[config.mk]
export PLATFORM = sky130hd
export DESIGN_NAME = txq_byte_fifo
export DESIGN_NICKNAME = d
export VERILOG_FILES = /design/src/rtl/txq_pkg.sv /design/src/rtl/txq_ctrl_regs.sv /design/src/rtl/txq_fifo_core.sv /design/src/rtl/txq_shift_stage.sv /design/src/rtl/txq_byte_fifo.sv
export SDC_FILE = /design/constraint.sdc
export NUM_CORES = 1
export LEC_CHECK = 0
export ABC_AREA = 1
export BUFFER_PORTS_ARGS = -buffer_cell sky130_fd_sc_hd__buf_2
export CAP_MARGIN = 25
export CORE_ASPECT_RATIO = 0.75
export CORE_MARGIN = 2
export CORE_UTILIZATION = 65
export DETAILED_ROUTE_END_ITERATION = 10
export GPL_TIMING_DRIVEN = 0
export HOLD_SLACK_MARGIN = 0.1
export PLACE_DENSITY_LB_ADDON = 0.15
export SLEW_MARGIN = 25
export SYNTH_ARGS = -nofsm -noshare
export SYNTH_HDL_FRONTEND = slang
export SYNTH_SLANG_ARGS = --single-unit
[constraint.sdc]
create_clock -name clk -period 4.8 [get_ports clk]
set_clock_uncertainty 0.05 [all_clocks]
set_input_delay 0.72 -clock clk [delete_from_list [all_inputs] [get_ports clk]]
set_output_delay 0.72 -clock clk [all_outputs]
set_load 0.03 [all_outputs]
[src/rtl/txq_pkg.sv]
package txq_pkg;
    localparam int unsigned REG_W  = 16;
    localparam int unsigned BYTE_W = 8;
    localparam int unsigned LVL_W  = 5;
    localparam int unsigned CNT_FW = 5;
    // control word bit positions
    localparam int unsigned CB_MODE   = 14;
    localparam int unsigned CB_RUN    = 13;
    localparam int unsigned CB_CNT_LO = 8;
    localparam int unsigned CB_FLAG   = 7;
    localparam int unsigned CB_CLR    = 6;
    localparam int unsigned CB_IE     = 5;

    typedef enum logic {
        SEL_DATA = 1'b0,
        SEL_CTRL = 1'b1
    } reg_sel_e;
endpackage

[src/rtl/txq_ctrl_regs.sv]
module txq_ctrl_regs
    import txq_pkg::*;
#(
    parameter int unsigned CNT_W = 5
) (
    input  logic                 clk,
    input  logic                 rst_n,
    input  logic                 wr_ctrl,
    input  logic [REG_W-1:0]     wdata,
    input  logic [CNT_W-1:0]     count,
    output logic                 mode,
    output logic                 run,
    output logic                 ie,
    output logic [LVL_W-1:0]     level,
    output logic                 flag,
    output logic                 irq
);
    typedef struct packed {
        logic             mode;
        logic             run;
        logic             ie;
        logic [LVL_W-1:0] level;
        logic             flag;
    } ctrl_st_t;

    ctrl_st_t ctrl_q, ctrl_d;
    logic     clr_hit;
    logic     fill_low;

    always_comb begin
        ctrl_d   = ctrl_q;
        clr_hit  = wr_ctrl & wdata[CB_CLR];
        fill_low = ctrl_q.mode & ctrl_q.run & (32'(count) <= 32'(ctrl_q.level));
        if (wr_ctrl) begin
            ctrl_d.mode  = wdata[CB_MODE];
            ctrl_d.run   = wdata[CB_RUN];
            ctrl_d.ie    = wdata[CB_IE];
            ctrl_d.level = wdata[LVL_W-1:0];
        end
        if (clr_hit) begin
            ctrl_d.flag = 1'b0;
        end else begin
            ctrl_d.flag = ctrl_q.flag | fill_low;
        end
    end

    always_ff @(posedge clk or negedge rst_n) begin
        if (!rst_n) begin
            ctrl_q <= '0;
        end else begin
            ctrl_q <= ctrl_d;
        end
    end

    assign mode  = ctrl_q.mode;
    assign run   = ctrl_q.run;
    assign ie    = ctrl_q.ie;
    assign level = ctrl_q.level;
    assign flag  = ctrl_q.flag;
    assign irq   = ctrl_q.flag & ctrl_q.ie;
endmodule

[src/rtl/txq_fifo_core.sv]
module txq_fifo_core #(
    parameter int unsigned DEPTH = 16,
    parameter int unsigned DW    = 8,
    localparam int unsigned PTR_W = (DEPTH > 1) ? $clog2(DEPTH) : 1,
    localparam int unsigned CNT_W = $clog2(DEPTH + 1)
) (
    input  logic             clk,
    input  logic             rst_n,
    input  logic             run,
    input  logic             push,
    input  logic [DW-1:0]    din,
    input  logic             pop,
    output logic [CNT_W-1:0] count,
    output logic [DW-1:0]    dout,
    output logic             pop_ok
);
    typedef struct packed {
        logic [PTR_W-1:0] wr;
        logic [PTR_W-1:0] rd;
        logic [CNT_W-1:0] cnt;
    } ptr_st_t;

    ptr_st_t         ptr_q, ptr_d;
    logic            push_ok;
    logic [DW-1:0]   slot [DEPTH];

    function automatic logic [PTR_W-1:0] step(input logic [PTR_W-1:0] p);
        return (p == PTR_W'(DEPTH - 1)) ? '0 : p + 1'b1;
    endfunction

    always_comb begin
        ptr_d   = ptr_q;
        push_ok = run & push & (ptr_q.cnt != CNT_W'(DEPTH));
        pop_ok  = run & pop & (ptr_q.cnt != '0);
        if (!run) begin
            ptr_d = '0;
        end else begin
            if (push_ok) ptr_d.wr = step(ptr_q.wr);
            if (pop_ok)  ptr_d.rd = step(ptr_q.rd);
            case ({push_ok, pop_ok})
                2'b10:   ptr_d.cnt = ptr_q.cnt + 1'b1;
                2'b01:   ptr_d.cnt = ptr_q.cnt - 1'b1;
                default: ptr_d.cnt = ptr_q.cnt;
            endcase
        end
    end

    always_ff @(posedge clk or negedge rst_n) begin
        if (!rst_n) begin
            ptr_q <= '0;
        end else begin
            ptr_q <= ptr_d;
        end
    end

    for (genvar e = 0; e < DEPTH; e++) begin : g_slot
        always_ff @(posedge clk) begin
            if (push_ok && (ptr_q.wr == PTR_W'(e))) begin
                slot[e] <= din;
            end
        end
    end

    assign dout  = slot[ptr_q.rd];
    assign count = ptr_q.cnt;
endmodule

[src/rtl/txq_shift_stage.sv]
module txq_shift_stage #(
    parameter int unsigned DW = 8
) (
    input  logic          clk,
    input  logic          rst_n,
    input  logic          mode,
    input  logic          wr_data,
    input  logic [DW-1:0] wbyte,
    input  logic          pop_req,
    input  logic          fifo_ok,
    input  logic [DW-1:0] fifo_byte,
    output logic [DW-1:0] last_byte,
    output logic [DW-1:0] shift_byte,
    output logic          shift_load,
    output logic          tx_idle
);
    typedef struct packed {
        logic [DW-1:0] hold;
        logic          hold_v;
        logic [DW-1:0] last;
        logic [DW-1:0] sh;
        logic          load;
        logic          idle;
    } sh_st_t;

    sh_st_t sh_q, sh_d;

    always_comb begin
        sh_d      = sh_q;
        sh_d.load = 1'b0;
        sh_d.idle = 1'b0;
        if (wr_data) sh_d.last = wbyte;
        if (mode) begin
            sh_d.hold_v = 1'b0;
            if (pop_req) begin
                if (fifo_ok) begin
                    sh_d.sh   = fifo_byte;
                    sh_d.load = 1'b1;
                end else begin
                    sh_d.idle = 1'b1;
                end
            end
        end else begin
            if (pop_req) begin
                if (sh_q.hold_v) begin
                    sh_d.sh     = sh_q.hold;
                    sh_d.load   = 1'b1;
                    sh_d.hold_v = 1'b0;
                end else begin
                    sh_d.idle = 1'b1;
                end
            end
            if (wr_data) begin
                sh_d.hold   = wbyte;
                sh_d.hold_v = 1'b1;
            end
        end
    end

    always_ff @(posedge clk or negedge rst_n) begin
        if (!rst_n) begin
            sh_q <= '0;
        end else begin
            sh_q <= sh_d;
        end
    end

    assign last_byte  = sh_q.last;
    assign shift_byte = sh_q.sh;
    assign shift_load = sh_q.load;
    assign tx_idle    = sh_q.idle;
endmodule

[src/rtl/txq_byte_fifo.sv]
module txq_byte_fifo
    import txq_pkg::*;
#(
    parameter int unsigned DEPTH = 16
) (
    input  logic              clk,
    input  logic              rst_n,
    input  logic              reg_wr_en,
    input  logic              reg_sel,
    input  logic [REG_W-1:0]  reg_wdata,
    output logic [REG_W-1:0]  reg_rdata,
    input  logic              pop_req,
    output logic [BYTE_W-1:0] shift_byte,
    output logic              shift_load,
    output logic              tx_idle,
    output logic              irq
);
    localparam int unsigned CNT_W = $clog2(DEPTH + 1);

    logic              wr_ctrl;
    logic              wr_data;
    logic              mode_w;
    logic              run_w;
    logic              ie_w;
    logic              flag_w;
    logic [LVL_W-1:0]  lvl_w;
    logic [CNT_W-1:0]  fifo_cnt;
    logic [BYTE_W-1:0] fifo_byte;
    logic              fifo_pop_ok;
    logic [BYTE_W-1:0] last_w;

    assign wr_ctrl = reg_wr_en & (reg_sel == SEL_CTRL);
    assign wr_data = reg_wr_en & (reg_sel == SEL_DATA);

    txq_ctrl_regs #(.CNT_W(CNT_W)) u_ctrl (
        .clk     (clk),
        .rst_n   (rst_n),
        .wr_ctrl (wr_ctrl),
        .wdata   (reg_wdata),
        .count   (fifo_cnt),
        .mode    (mode_w),
        .run     (run_w),
        .ie      (ie_w),
        .level   (lvl_w),
        .flag    (flag_w),
        .irq     (irq)
    );

    txq_fifo_core #(.DEPTH(DEPTH), .DW(BYTE_W)) u_core (
        .clk    (clk),
        .rst_n  (rst_n),
        .run    (mode_w & run_w),
        .push   (wr_data & mode_w),
        .din    (reg_wdata[BYTE_W-1:0]),
        .pop    (pop_req & mode_w),
        .count  (fifo_cnt),
        .dout   (fifo_byte),
        .pop_ok (fifo_pop_ok)
    );

    txq_shift_stage #(.DW(BYTE_W)) u_shift (
        .clk        (clk),
        .rst_n      (rst_n),
        .mode       (mode_w),
        .wr_data    (wr_data),
        .wbyte      (reg_wdata[BYTE_W-1:0]),
        .pop_req    (pop_req),
        .fifo_ok    (fifo_pop_ok),
        .fifo_byte  (fifo_byte),
        .last_byte  (last_w),
        .shift_byte (shift_byte),
        .shift_load (shift_load),
        .tx_idle    (tx_idle)
    );

    always_comb begin
        reg_rdata = '0;
        if (reg_sel == SEL_CTRL) begin
            reg_rdata[CB_MODE]             = mode_w;
            reg_rdata[CB_RUN]              = run_w;
            reg_rdata[CB_CNT_LO +: CNT_FW] = CNT_FW'(fifo_cnt);
            reg_rdata[CB_FLAG]             = flag_w;
            reg_rdata[CB_IE]               = ie_w;
            reg_rdata[LVL_W-1:0]           = lvl_w;
        end else begin
            reg_rdata[BYTE_W-1:0] = last_w;
        end
    end
endmodule

# Yosys cells after proc, flatten, opt, wreduce, memory -nomap -nowiden
# Memory sizes are Yosys's and may differ from the RTL's.
# Cells that the tools add are included.
[op_classes]
add_sub_neg = 4
magnitude_cmp = 1
eq_ne = 23
mux = 98
bitwise = 15
n_reduce_logical = 37
[ops]
columns = ["op", "count"]
rows = [
  ["$mux W8", 15],
  ["$reduce_or A8 Y1", 15],
  ["$mux W4", 19],
  ["$mux W1", 55],
  ["$eq A4 B4 Y1 const B", 9],
  ["$mux W10", 3],
  ["$mux W9", 2],
  ["$eq A4 B3 Y1 const B", 4],
  ["$logic_and A1 B1 Y1", 16],
  ["$mux W13", 1],
  ["$and A1 B1 Y1", 12],
  ["$pmux W5 S2", 1],
  ["$add A4 B1 Y4 const B", 2],
  ["$eq A4 B2 Y1 const B", 2],
  ["$mux W7", 1],
  ["$mux W6", 1],
  ["$ne A2 B2 Y1 const B", 3],
  ["$add A5 B1 Y5 const B", 1],
  ["$le A5 B5 Y1", 1],
  ["$ne A5 B5 Y1 const B", 1],
  ["$reduce_bool A5 Y1", 1],
  ["$sub A5 B1 Y5 const B", 1],
  ["$eq A4 B1 Y1 const B", 1],
  ["$logic_not A4 Y1", 1],
  ["9 further kinds", 10],
]
[totals]
register_bits = 49
ramBits = 128
out_inout_bits = 27
word_cells = 193
memories = 1
[mem_list]
columns = ["name", "depth", "word_bits", "rd", "rd_ports_with_merged_regs", "wr", "line_no", "text"]
rows = [
  ["u_core.slot", 16, 8, 1, 0, 1, "txq_fifo_core.sv:25", "logic [DW-1:0] slot [DEPTH];"],
]

# Longest topological paths before layout
# Gate-level depths: netlist of run 1.
[depth]
word_depth = 24
ltp_mapped = 14
mapped_depth_nobuf = 13

# Modules after synthesis
# From an unflattened synthesis of run 1, not the netlist that was laid out.
[unflattened]
hier_cells = 745
hier_area_um2 = 7990.2
[by_module_without_submodules]
columns = ["module", "n_inst", "cells_each", "area_each_um2", "seq_area_each_um2"]
rows = [
  ["txq_fifo_core", 1, 478, 5968.2, 4169.0],
  ["txq_shift_stage", 1, 160, 1307.5, 675.6],
  ["txq_ctrl_regs", 1, 55, 498.0, 225.2],
  ["txq_byte_fifo", 1, 52, 216.5, 0.0],
]

# Least setup slack after synthesis of run 1
# Ideal clock, no wire load.
[synth_timing]
path_type = "input to output"
startpoint = "input port reg_sel"
endpoint = "output port reg_rdata[2]"
t_arrival_ns = 1.661
setup_slack_ns = 2.369
cell_stages = 3
cell_sequence = "inv_1 > clkbuf_1 > o21ai_0"
[synth_between]
elab_chain_cells = 1
[synth_lines]
columns = ["item", "line_no", "text"]
rows = [
  ["start, declared", "txq_byte_fifo.sv:9", "input logic reg_sel,"],
  ["$mux W6", "txq_byte_fifo.sv:78", "if (reg_sel == SEL_CTRL) begin"],
  ["end, declared", "txq_byte_fifo.sv:11", "output logic [REG_W-1:0] reg_rdata,"],
]
# Every way passes these cells.

# Final worst setup path of run 1
[layout_timing]
startpoint = "register u_ctrl.ctrl_q (netlist bit u_ctrl.mode)"
endpoint = "register u_core.ptr_q (netlist bit u_core.count[4])"
[layout_between]
elab_chain_cells = 6
[layout_lines]
columns = ["item", "line_no", "text"]
rows = [
  ["start, declared", "txq_ctrl_regs.sv:26", "ctrl_st_t ctrl_q, ctrl_d;"],
  ["start signal, assigned", "txq_ctrl_regs.sv:51", "ctrl_q <= ctrl_d;"],
  ["$and A1 B1 Y1 (on tied branches)", "txq_byte_fifo.sv:52, txq_byte_fifo.sv:53, txq_byte_fifo.sv:55", ""],
  ["$and A1 B1 Y1 (on tied branches) (2 in a row)", "txq_fifo_core.sv:34, txq_fifo_core.sv:33", ""],
  ["$eq A2 B1 Y1 or $eq A2 B2 Y1 (tied branches)", "txq_fifo_core.sv:40", "case ({push_ok, pop_ok})"],
  ["$pmux W5 S2", "txq_fifo_core.sv:40", ""],
  ["$mux W13", "txq_fifo_core.sv:35", "if (!run) begin"],
  ["end signal, assigned", "txq_fifo_core.sv:52", "ptr_q <= ptr_d;"],
  ["end, declared", "txq_fifo_core.sv:23", "ptr_st_t ptr_q, ptr_d;"],
]
# Several ways; a longest one is shown, not always the timed one.
# A chain may end at the register's enable or synchronous reset.

==> run metrics, run 1 <==
area added between synthesis and finish 13.1%; Crit path arrival time 2.92 ns; endpoints failing hold 0; Static Leak 4.01 nW; count of vias placed by the detailed router just under 6000; die extent in x 132 um; via count of the first global-routing pass 5552; clock group share of total power 0.401; total clock sinks 177; half-perimeter wire length of the detailed placement result around 13000 um; Register-to-Register Path Depth 14; Clk Tree Root Cell sky130_fd_sc_hd__clkbuf_16; worst min-delay path class input port to async pin; final worst hold slack roughly 0.25 ns; period utilisation layout 0.544; FP Rows 35; number of distinct library cells after synthesis 30; transition time at the pin with the least slew margin 0.972 ns; post-detailed-route count of antenna-violating nets 0; required time at the worst-slack endpoint 5.11 ns; I/O Buffers 40; Post-CTS Setup Repair Bufs 0; iteration count of the initial detailed-routing pass 5; RSZ-0062 raised after global routing false; combinational cell fraction of total power 0.109; register-to-register setup slack 2.19 ns; warnings from Yosys 0; reg-to-reg critical path startpoint u_ctrl.mode; TritonCTS clock tree done; worst max-slew margin expressed relative to the limit 0.349; Cell Pwr Density about 400 mW/mm^2; pin count of the biggest net entering global routing 50; Period minus WS final 2.61 ns; WL per Instance 18.7 um; VDD IR-drop max 267 uV; gr ovfl total 0; switching part of the total power 0.254; critical setup path kind flip-flop to flip-flop; total nets after synthesis 836; Post-CTS Hold Buffers 0; switching pwr about 0.92 mW; number of DRC markers after the initial detailed-route iteration just under 800; instance count of the mapped netlist 801; netlist area before placement about 0.0080 sq mm; result of the run finished, final reports clean; Skew-Pair Late Insertion Delay 0.44 ns; Placer Congestion roughly 0.95; Setup crit end kind flip-flop; element type at the critical path start flip-flop; upper clock frequency limit 383 MHz; initial antenna violation count 0; Sum Neg Setup Slack 0 ns; detailed-route wire length 19500 um; wire length of the first global-routing pass 29800 um; flip-flop and latch count after synthesis ~180; proportion of layout cells with a drive suffix above 1 0.139; average vias per placed instance approximately 5.7; Avg Inst Size Synth 9.96 sq um; H-tree levels 4; count of endpoints failing setup in the final report 0; initial standard-cell utilization of the core 0.658; remaining routing DRC violations 0; max capacitance violation total 0; full die area 0.0132 sq mm; number of top-level pins 48; number of nets in the layout 895; worst r2r dst u_core.count[4]; combined global-route utilization of all metal layers 0.310; number of CTS-inserted buffers 17; max-slew violation count 0; portion of the post-synthesis area used by sequential elements 0.636; critical path fanouts, max 11; placeable core region 0.0121 sq mm; ANT cells 0; Flop pwr share 0.491; clock-pin slew on the worst setup and hold paths 0.07 ns; post-cts resize count 0; DIE HEIGHT 99.9 um; number of buffers on the longest clock path 2; design internal power ~2.7 mW
Yosys cell counts:
library cell / n / area [sq um]
sky130_fd_sc_hd__o21ai_1: 4 / 20.0
sky130_fd_sc_hd__edfxtp_1: 128 / 3840
sky130_fd_sc_hd__nor2_1: 53 / 199
sky130_fd_sc_hd__nand3_2: 6 / 60.1
sky130_fd_sc_hd__o31ai_1: 4 / 30.0
sky130_fd_sc_hd__a21boi_0: 1 / 7.51
sky130_fd_sc_hd__o21ai_0: 39 / 195
sky130_fd_sc_hd__buf_2: 10 / 50.1
sky130_fd_sc_hd__nand3_1: 91 / 455
sky130_fd_sc_hd__inv_2: 6 / 22.5
sky130_fd_sc_hd__conb_1: 1 / 3.75
sky130_fd_sc_hd__dfrtp_1: 49 / 1230
sky130_fd_sc_hd__and2_1: 1 / 6.26
sky130_fd_sc_hd__nand2_1: 251 / 942
sky130_fd_sc_hd__o21bai_1: 1 / 7.51
sky130_fd_sc_hd__nor2_8: 1 / 20.0
sky130_fd_sc_hd__o22ai_1: 3 / 18.8
sky130_fd_sc_hd__a21oi_1: 4 / 20.0
sky130_fd_sc_hd__xnor2_1: 2 / 17.5
sky130_fd_sc_hd__nand2_2: 3 / 18.8
sky130_fd_sc_hd__buf_4: 17 / 128
sky130_fd_sc_hd__ha_1: 14 / 175
sky130_fd_sc_hd__inv_4: 1 / 6.26
sky130_fd_sc_hd__xor2_1: 3 / 26.3
sky130_fd_sc_hd__buf_6: 4 / 45.0
sky130_fd_sc_hd__buf_8: 1 / 15.0
sky130_fd_sc_hd__mux2_2: 1 / 11.3
sky130_fd_sc_hd__clkbuf_1: 7 / 26.3
sky130_fd_sc_hd__nand4_1: 9 / 56.3
sky130_fd_sc_hd__inv_1: 86 / 323
power by group through the flow:
stage | Sequential [mW] | Clock [mW] | Combinational, mW
global placement | 1.79 | 0 | 0.376
floorplan | 1.78 | 0 | 0.267
detailed placement | 1.79 | 0 | 0.387
finish | 1.77 | 1.44 | 0.390
CTS | 1.76 | 1.44 | 0.390
global route | 1.77 | 1.50 | 0.426
worst max path at each step:
| stage | from | endpoint | slack (ns) | cells after the start |
|---|---|---|---|---|
| floorplan | reg_sel | reg_rdata[2] | 2.37 | 3 |
| global placement | reg_sel | u_core.slot[10][2] | 1.90 | 8 |
| detailed placement | reg_sel | u_core.slot[10][2] | 1.88 | 8 |
| CTS | u_ctrl.mode | u_core.count[4] | 2.20 | 14 |
| global route | u_ctrl.mode | u_core.count[4] | 1.93 | 14 |
| finish | u_ctrl.mode | u_core.count[4] | 2.19 | 14 |
flip-flops by register name, summed over array words and instances (netlist names):
name / cells
u_shift.shift_load: 1
u_core.count: 5
u_shift.tx_idle: 1
u_shift.last_byte: 8
u_shift.shift_byte: 8
u_ctrl.flag: 1
u_ctrl.ie: 1
u_core.slot: 128
u_shift.sh_q: 9
u_ctrl.level: 5
u_ctrl.run: 1
u_core.ptr_q: 8
u_ctrl.mode: 1
layer usage:
| layer | up-vias | routed length, um | part of all wire | GRT usage |
|---|---|---|---|---|
| met1 | 2818 | 8450 | 0.43 | 0.464 |
| met2 | 281 | 8840 | 0.45 | 0.461 |
| met3 | 37 | 1760 | 0.090 | 0.0581 |
| met4 | 0 | 419 | 0.022 | 0.116 |
| li1 | 2741 | - | - | - |
| met5 | - | 0 | 0 | 0 |
through the flow:
step | area [sq um] | instances | utilization | total power, mW | setup WS, ns
3_5_place_dp | 8390 | 1007 | 0.691 | 2.18 | 1.88
5_1_grt | 9020 | 1039 | 0.743 | 3.70 | 1.93
3_3_place_gp | 8380 | 1007 | 0.691 | 2.17 | 1.90
2_1_floorplan | 7980 | 801 | - | 2.05 | 2.37
4_1_cts | 9020 | 1039 | 0.743 | 3.60 | 2.20
6_report | 9020 | 1039 | 0.743 | 3.60 | 2.19
cells by family after synthesis:
| kind of cell | synth area share |
|---|---|
| XOR/XNOR | 0.00549 |
| buffers and inverters | 0.0772 |
| AO/OA/AOI/OAI | 0.0375 |
| other | 0.000470 |
| flip-flops | 0.636 |
| multiplexers | 0.00141 |
| adder cells (fa/ha/maj) | 0.0220 |
| AND/OR/NAND/NOR | 0.220 |
cell usage in the layout, fill, tap and decap left out, drive strengths merged:
| master | synthesis | routed |
|---|---|---|
| o31ai | 4 | 4 |
| a21oi | 4 | 4 |
| buf | 32 | 72 |
| conb | 1 | 1 |
| o21bai | 1 | 1 |
| mux2 | 1 | 1 |
| bufinv | 0 | 1 |
| nand2 | 254 | 254 |
| xor2 | 3 | 3 |
| nor2 | 54 | 54 |
| inv | 93 | 97 |
| edfxtp | 128 | 128 |
| o21ai | 43 | 43 |
| o22ai | 3 | 3 |
| xnor2 | 2 | 2 |
| nand4 | 9 | 9 |
| ha | 14 | 14 |
| clkbuf | 7 | 29 |
| nand3 | 97 | 97 |
| a21boi | 1 | 1 |
| dfrtp | 49 | 49 |
| and2 | 1 | 1 |
| clkinv | 0 | 5 |
layout make-up:
class	count	area, sq um
fill	854	3110
timing repair buffer	40	203
multi-input combinational	492	2290
clock buffer	22	518
buffer	39	264
clock inverter	10	113
tap	166	208
sequential	177	5070
inverter	93	352
worst max-delay path, cell delays in order (launching register included):
cell,delay (ns)
sky130_fd_sc_hd__dfrtp_1,0.43
sky130_fd_sc_hd__nand2_2,0.18
sky130_fd_sc_hd__inv_2,0.19
sky130_fd_sc_hd__nand3_2,0.15
sky130_fd_sc_hd__inv_1,0.10
sky130_fd_sc_hd__buf_4,0.18
sky130_fd_sc_hd__ha_1,0.29
sky130_fd_sc_hd__xor2_1,0.23
sky130_fd_sc_hd__ha_1,0.19
sky130_fd_sc_hd__inv_1,0.04
sky130_fd_sc_hd__nand2_1,0.08
sky130_fd_sc_hd__nand3_1,0.12
sky130_fd_sc_hd__nand3_1,0.11
sky130_fd_sc_hd__nand2_1,0.05
sky130_fd_sc_hd__o21ai_0,0.14
(Power assumes the default switching activity.)
==> run 2, diff against run 1 <==
--- a/config.mk
+++ b/config.mk
@@ -10,7 +10,7 @@
 export CAP_MARGIN = 25
 export CORE_ASPECT_RATIO = 0.75
 export CORE_MARGIN = 2
-export CORE_UTILIZATION = 65
+export CORE_UTILIZATION = 55
 export DETAILED_ROUTE_END_ITERATION = 10
 export GPL_TIMING_DRIVEN = 0
 export HOLD_SLACK_MARGIN = 0.1
==> constraint.sdc (replaced) <==
create_clock -name clk -period 2.1 [get_ports clk]
set_clock_uncertainty 0.05 [all_clocks]
set_input_delay 0.315 -clock clk [delete_from_list [all_inputs] [get_ports clk]]
set_output_delay 0.315 -clock clk [all_outputs]
set_load 0.03 [all_outputs]
==> run 2 against run 1 <==
The flow now finishes with violations (negative setup slack). Sequential power increased by 130%. Design area grew 5.1%. Sequential share of layout area decreased by 2.7 points. Combinational power increased by 140%. Die area increased by 18%. Largest power group unchanged. Highest routed layer unchanged.
==> run metrics, run 2 (synthesis results as in run 1) <==
iteration count of the initial detailed-routing pass 5; most used cells in the layout excluding fill and tap cells sky130_fd_sc_hd__nand2_1, sky130_fd_sc_hd__edfxtp_1, sky130_fd_sc_hd__nand3_1; total clock sinks 177; wire length of the first global-routing pass between 30000 and 40000 um; switching pwr 2.11 mW; number of buffers and inverters on the critical path 1; transition time at the pin with the least slew margin 0.690 ns; number of nets in the layout 916; design internal power 6.17 mW; number of buffers on the longest clock path 2; Period minus WS final about 2.2 ns; Largest register FFs 128; violations in the final reports negative setup slack; I/O Buffers 40; number of top-level pins 48; max-slew violation count 0; count of vias placed by the detailed router between 5000 and 6000; via count of the first global-routing pass about 5500; DIE HEIGHT between 100 and 150 um; max capacitance violation total 0; proportion of layout cells with a drive suffix above 1 0.202; count of endpoints failing setup in the final report 3; area added between synthesis and finish 18.8%; VDD IR-drop max between 700 and 800 uV; sequence of cells on the critical path nand2_4, nor2_1, nand2_2, ha_4, xor2_2, ha_2, inv_2, nand2_4, nand3_4, nand3_2, nand2_2, o21ai_2; number of CTS-inserted buffers 17; worst max-slew margin expressed relative to the limit 0.538; combinational cell fraction of total power 0.113; Setup crit end kind flip-flop; detailed-route wire length 19900 um; Total Power 8.28 mW; largest stage delay on the critical path between 0.4 and 0.5 ns; average vias per placed instance 5.42; Cell Pwr Density 874 mW/mm^2; ANT cells 0; remaining routing DRC violations 0; endpoints failing hold 0; Largest delay share family, worst path simple AND/OR/NAND/NOR gates; least setup slack across all paths after layout -0.0915 ns; Crit path arrival time between 2 and 3 ns; top register by number of flip-flops u_core.slot; critical path fanouts, max 6; upper clock frequency limit 456 MHz; H-tree levels 4; FP Rows 38; clock group share of total power 0.398; required time at the worst-slack endpoint 2.42 ns; number of DRC markers after the initial detailed-route iteration 591; Skew-Pair Late Insertion Delay roughly 0.44 ns; element type at the critical path start flip-flop; combined global-route utilization of all metal layers 0.268; placeable core region 0.0143 sq mm; worst min-delay path class input port to flip-flop; RSZ-0062 raised after global routing true; pin count of the biggest net entering global routing 50; clock-pin slew on the worst setup and hold paths 0.07 ns; WL per Instance 18.2 um; Top Registers u_core.slot (128), u_shift.sh_q (9); result of the run finished, violations left; initial antenna violation count 0; period utilisation layout 1.04; Placer Congestion 0.942; post-detailed-route count of antenna-violating nets 0; Flop pwr share 0.489; gr ovfl total 0; switching part of the total power 0.255; Static Leak between 4 and 5 nW; full die area 0.0155 sq mm; slowest CP cell sky130_fd_sc_hd__dfrtp_1; post-place setup slack -0.469 ns; half-perimeter wire length of the detailed placement result 13300 um; Clk Tree Root Cell sky130_fd_sc_hd__clkbuf_16; TritonCTS clock tree done; die extent in x 143 um; most common cell after layout, fill and taps aside sky130_fd_sc_hd__nand2_1; critical setup path kind flip-flop to flip-flop; initial standard-cell utilization of the core 0.557
## run 2: changes by cell type in the layout (fill, tap and decap cells not counted), sizes merged, moves of 2 or more
cell,previous run,this run
buf,72,90
clkbuf,29,25
dlygate4sd3,0,3
bufinv,1,3
clkinv,5,7
## run 2: timing repair
item / in CTS / in global routing
endpoints found under the setup margin: 125 / 124
hold buffers: 3 / 0
pin swaps: 1 / 15
gates resized for setup: 33 / 32
buffers inserted: 6 / 12
hold endpoints to repair: 51 / 0
## run 2: power groups by stage
stage / sequential, mW / combinational [mW] / clock (mW)
final: 4.05 / 0.933 / 3.30
after floorplan: 4.07 / 0.611 / 0
after global placement: 4.11 / 0.864 / 0
after CTS: 4.05 / 0.907 / 3.31
after global routing: 4.06 / 1.03 / 3.46
after detailed placement: 4.12 / 0.885 / 0
## run 2: worst paths after layout
kind | startpoint | slack, ns | cells past startpoint | endpoint
min | pop_req | 0.19 | 3 | u_shift.shift_load
max reg2reg | u_ctrl.run | -0.09 | 12 | u_core.count[4]
max in group asynchronous | rst_n | 1.11 | 2 | u_ctrl.mode
min in group asynchronous | rst_n | 0.42 | 2 | u_core.count[2]
max | u_ctrl.run | -0.09 | 12 | u_core.count[4]
min reg2reg | u_shift.last_byte[7] | 0.44 | 2 | u_shift.last_byte[7]
## run 2: per-stage QoR
stage	instances	util	setup TNS (ns)	area, sq um	hold WS [ns]
floorplan	801	-	0	7980	-0.0306
global placement	1041	0.589	-45.30	8430	0.421
detailed placement	1041	0.589	-50.55	8430	0.334
CTS	1082	0.646	-3.02	9250	0.171
global route	1094	0.662	-0.447	9480	0.209
finish	1094	0.662	-0.165	9480	0.191
## run 2: layout make-up
cell class	instances	area [sq um]
Clock inverter	14	179
Multi-Input combinational cell	492	2500
Tap cell	200	250
Timing Repair Buffer	61	405
Sequential cell	177	5080
Buffer	39	268
Inverter	93	357
Clock buffer	18	439
Fill cell	1116	4830
## run 2: worst reg2reg max path: stages (launching register included)
cell and delay [ns]:
sky130_fd_sc_hd__dfrtp_1 0.41, sky130_fd_sc_hd__nand2_4 0.11, sky130_fd_sc_hd__nor2_1 0.20, sky130_fd_sc_hd__nand2_2 0.20, sky130_fd_sc_hd__ha_4 0.26, sky130_fd_sc_hd__xor2_2 0.19, sky130_fd_sc_hd__ha_2 0.20, sky130_fd_sc_hd__inv_2 0.05
sky130_fd_sc_hd__nand2_4 0.08, sky130_fd_sc_hd__nand3_4 0.10, sky130_fd_sc_hd__nand3_2 0.09, sky130_fd_sc_hd__nand2_2 0.05, sky130_fd_sc_hd__o21ai_2 0.12
## run 2: per-layer routing
layer	vias up	track usage	routed length, um
met4	0	0.0891	406
met2	229	0.395	8940
li1	2786	-	-
met3	40	0.0713	1550
met1	2874	0.391	8970
met5	-	0	0
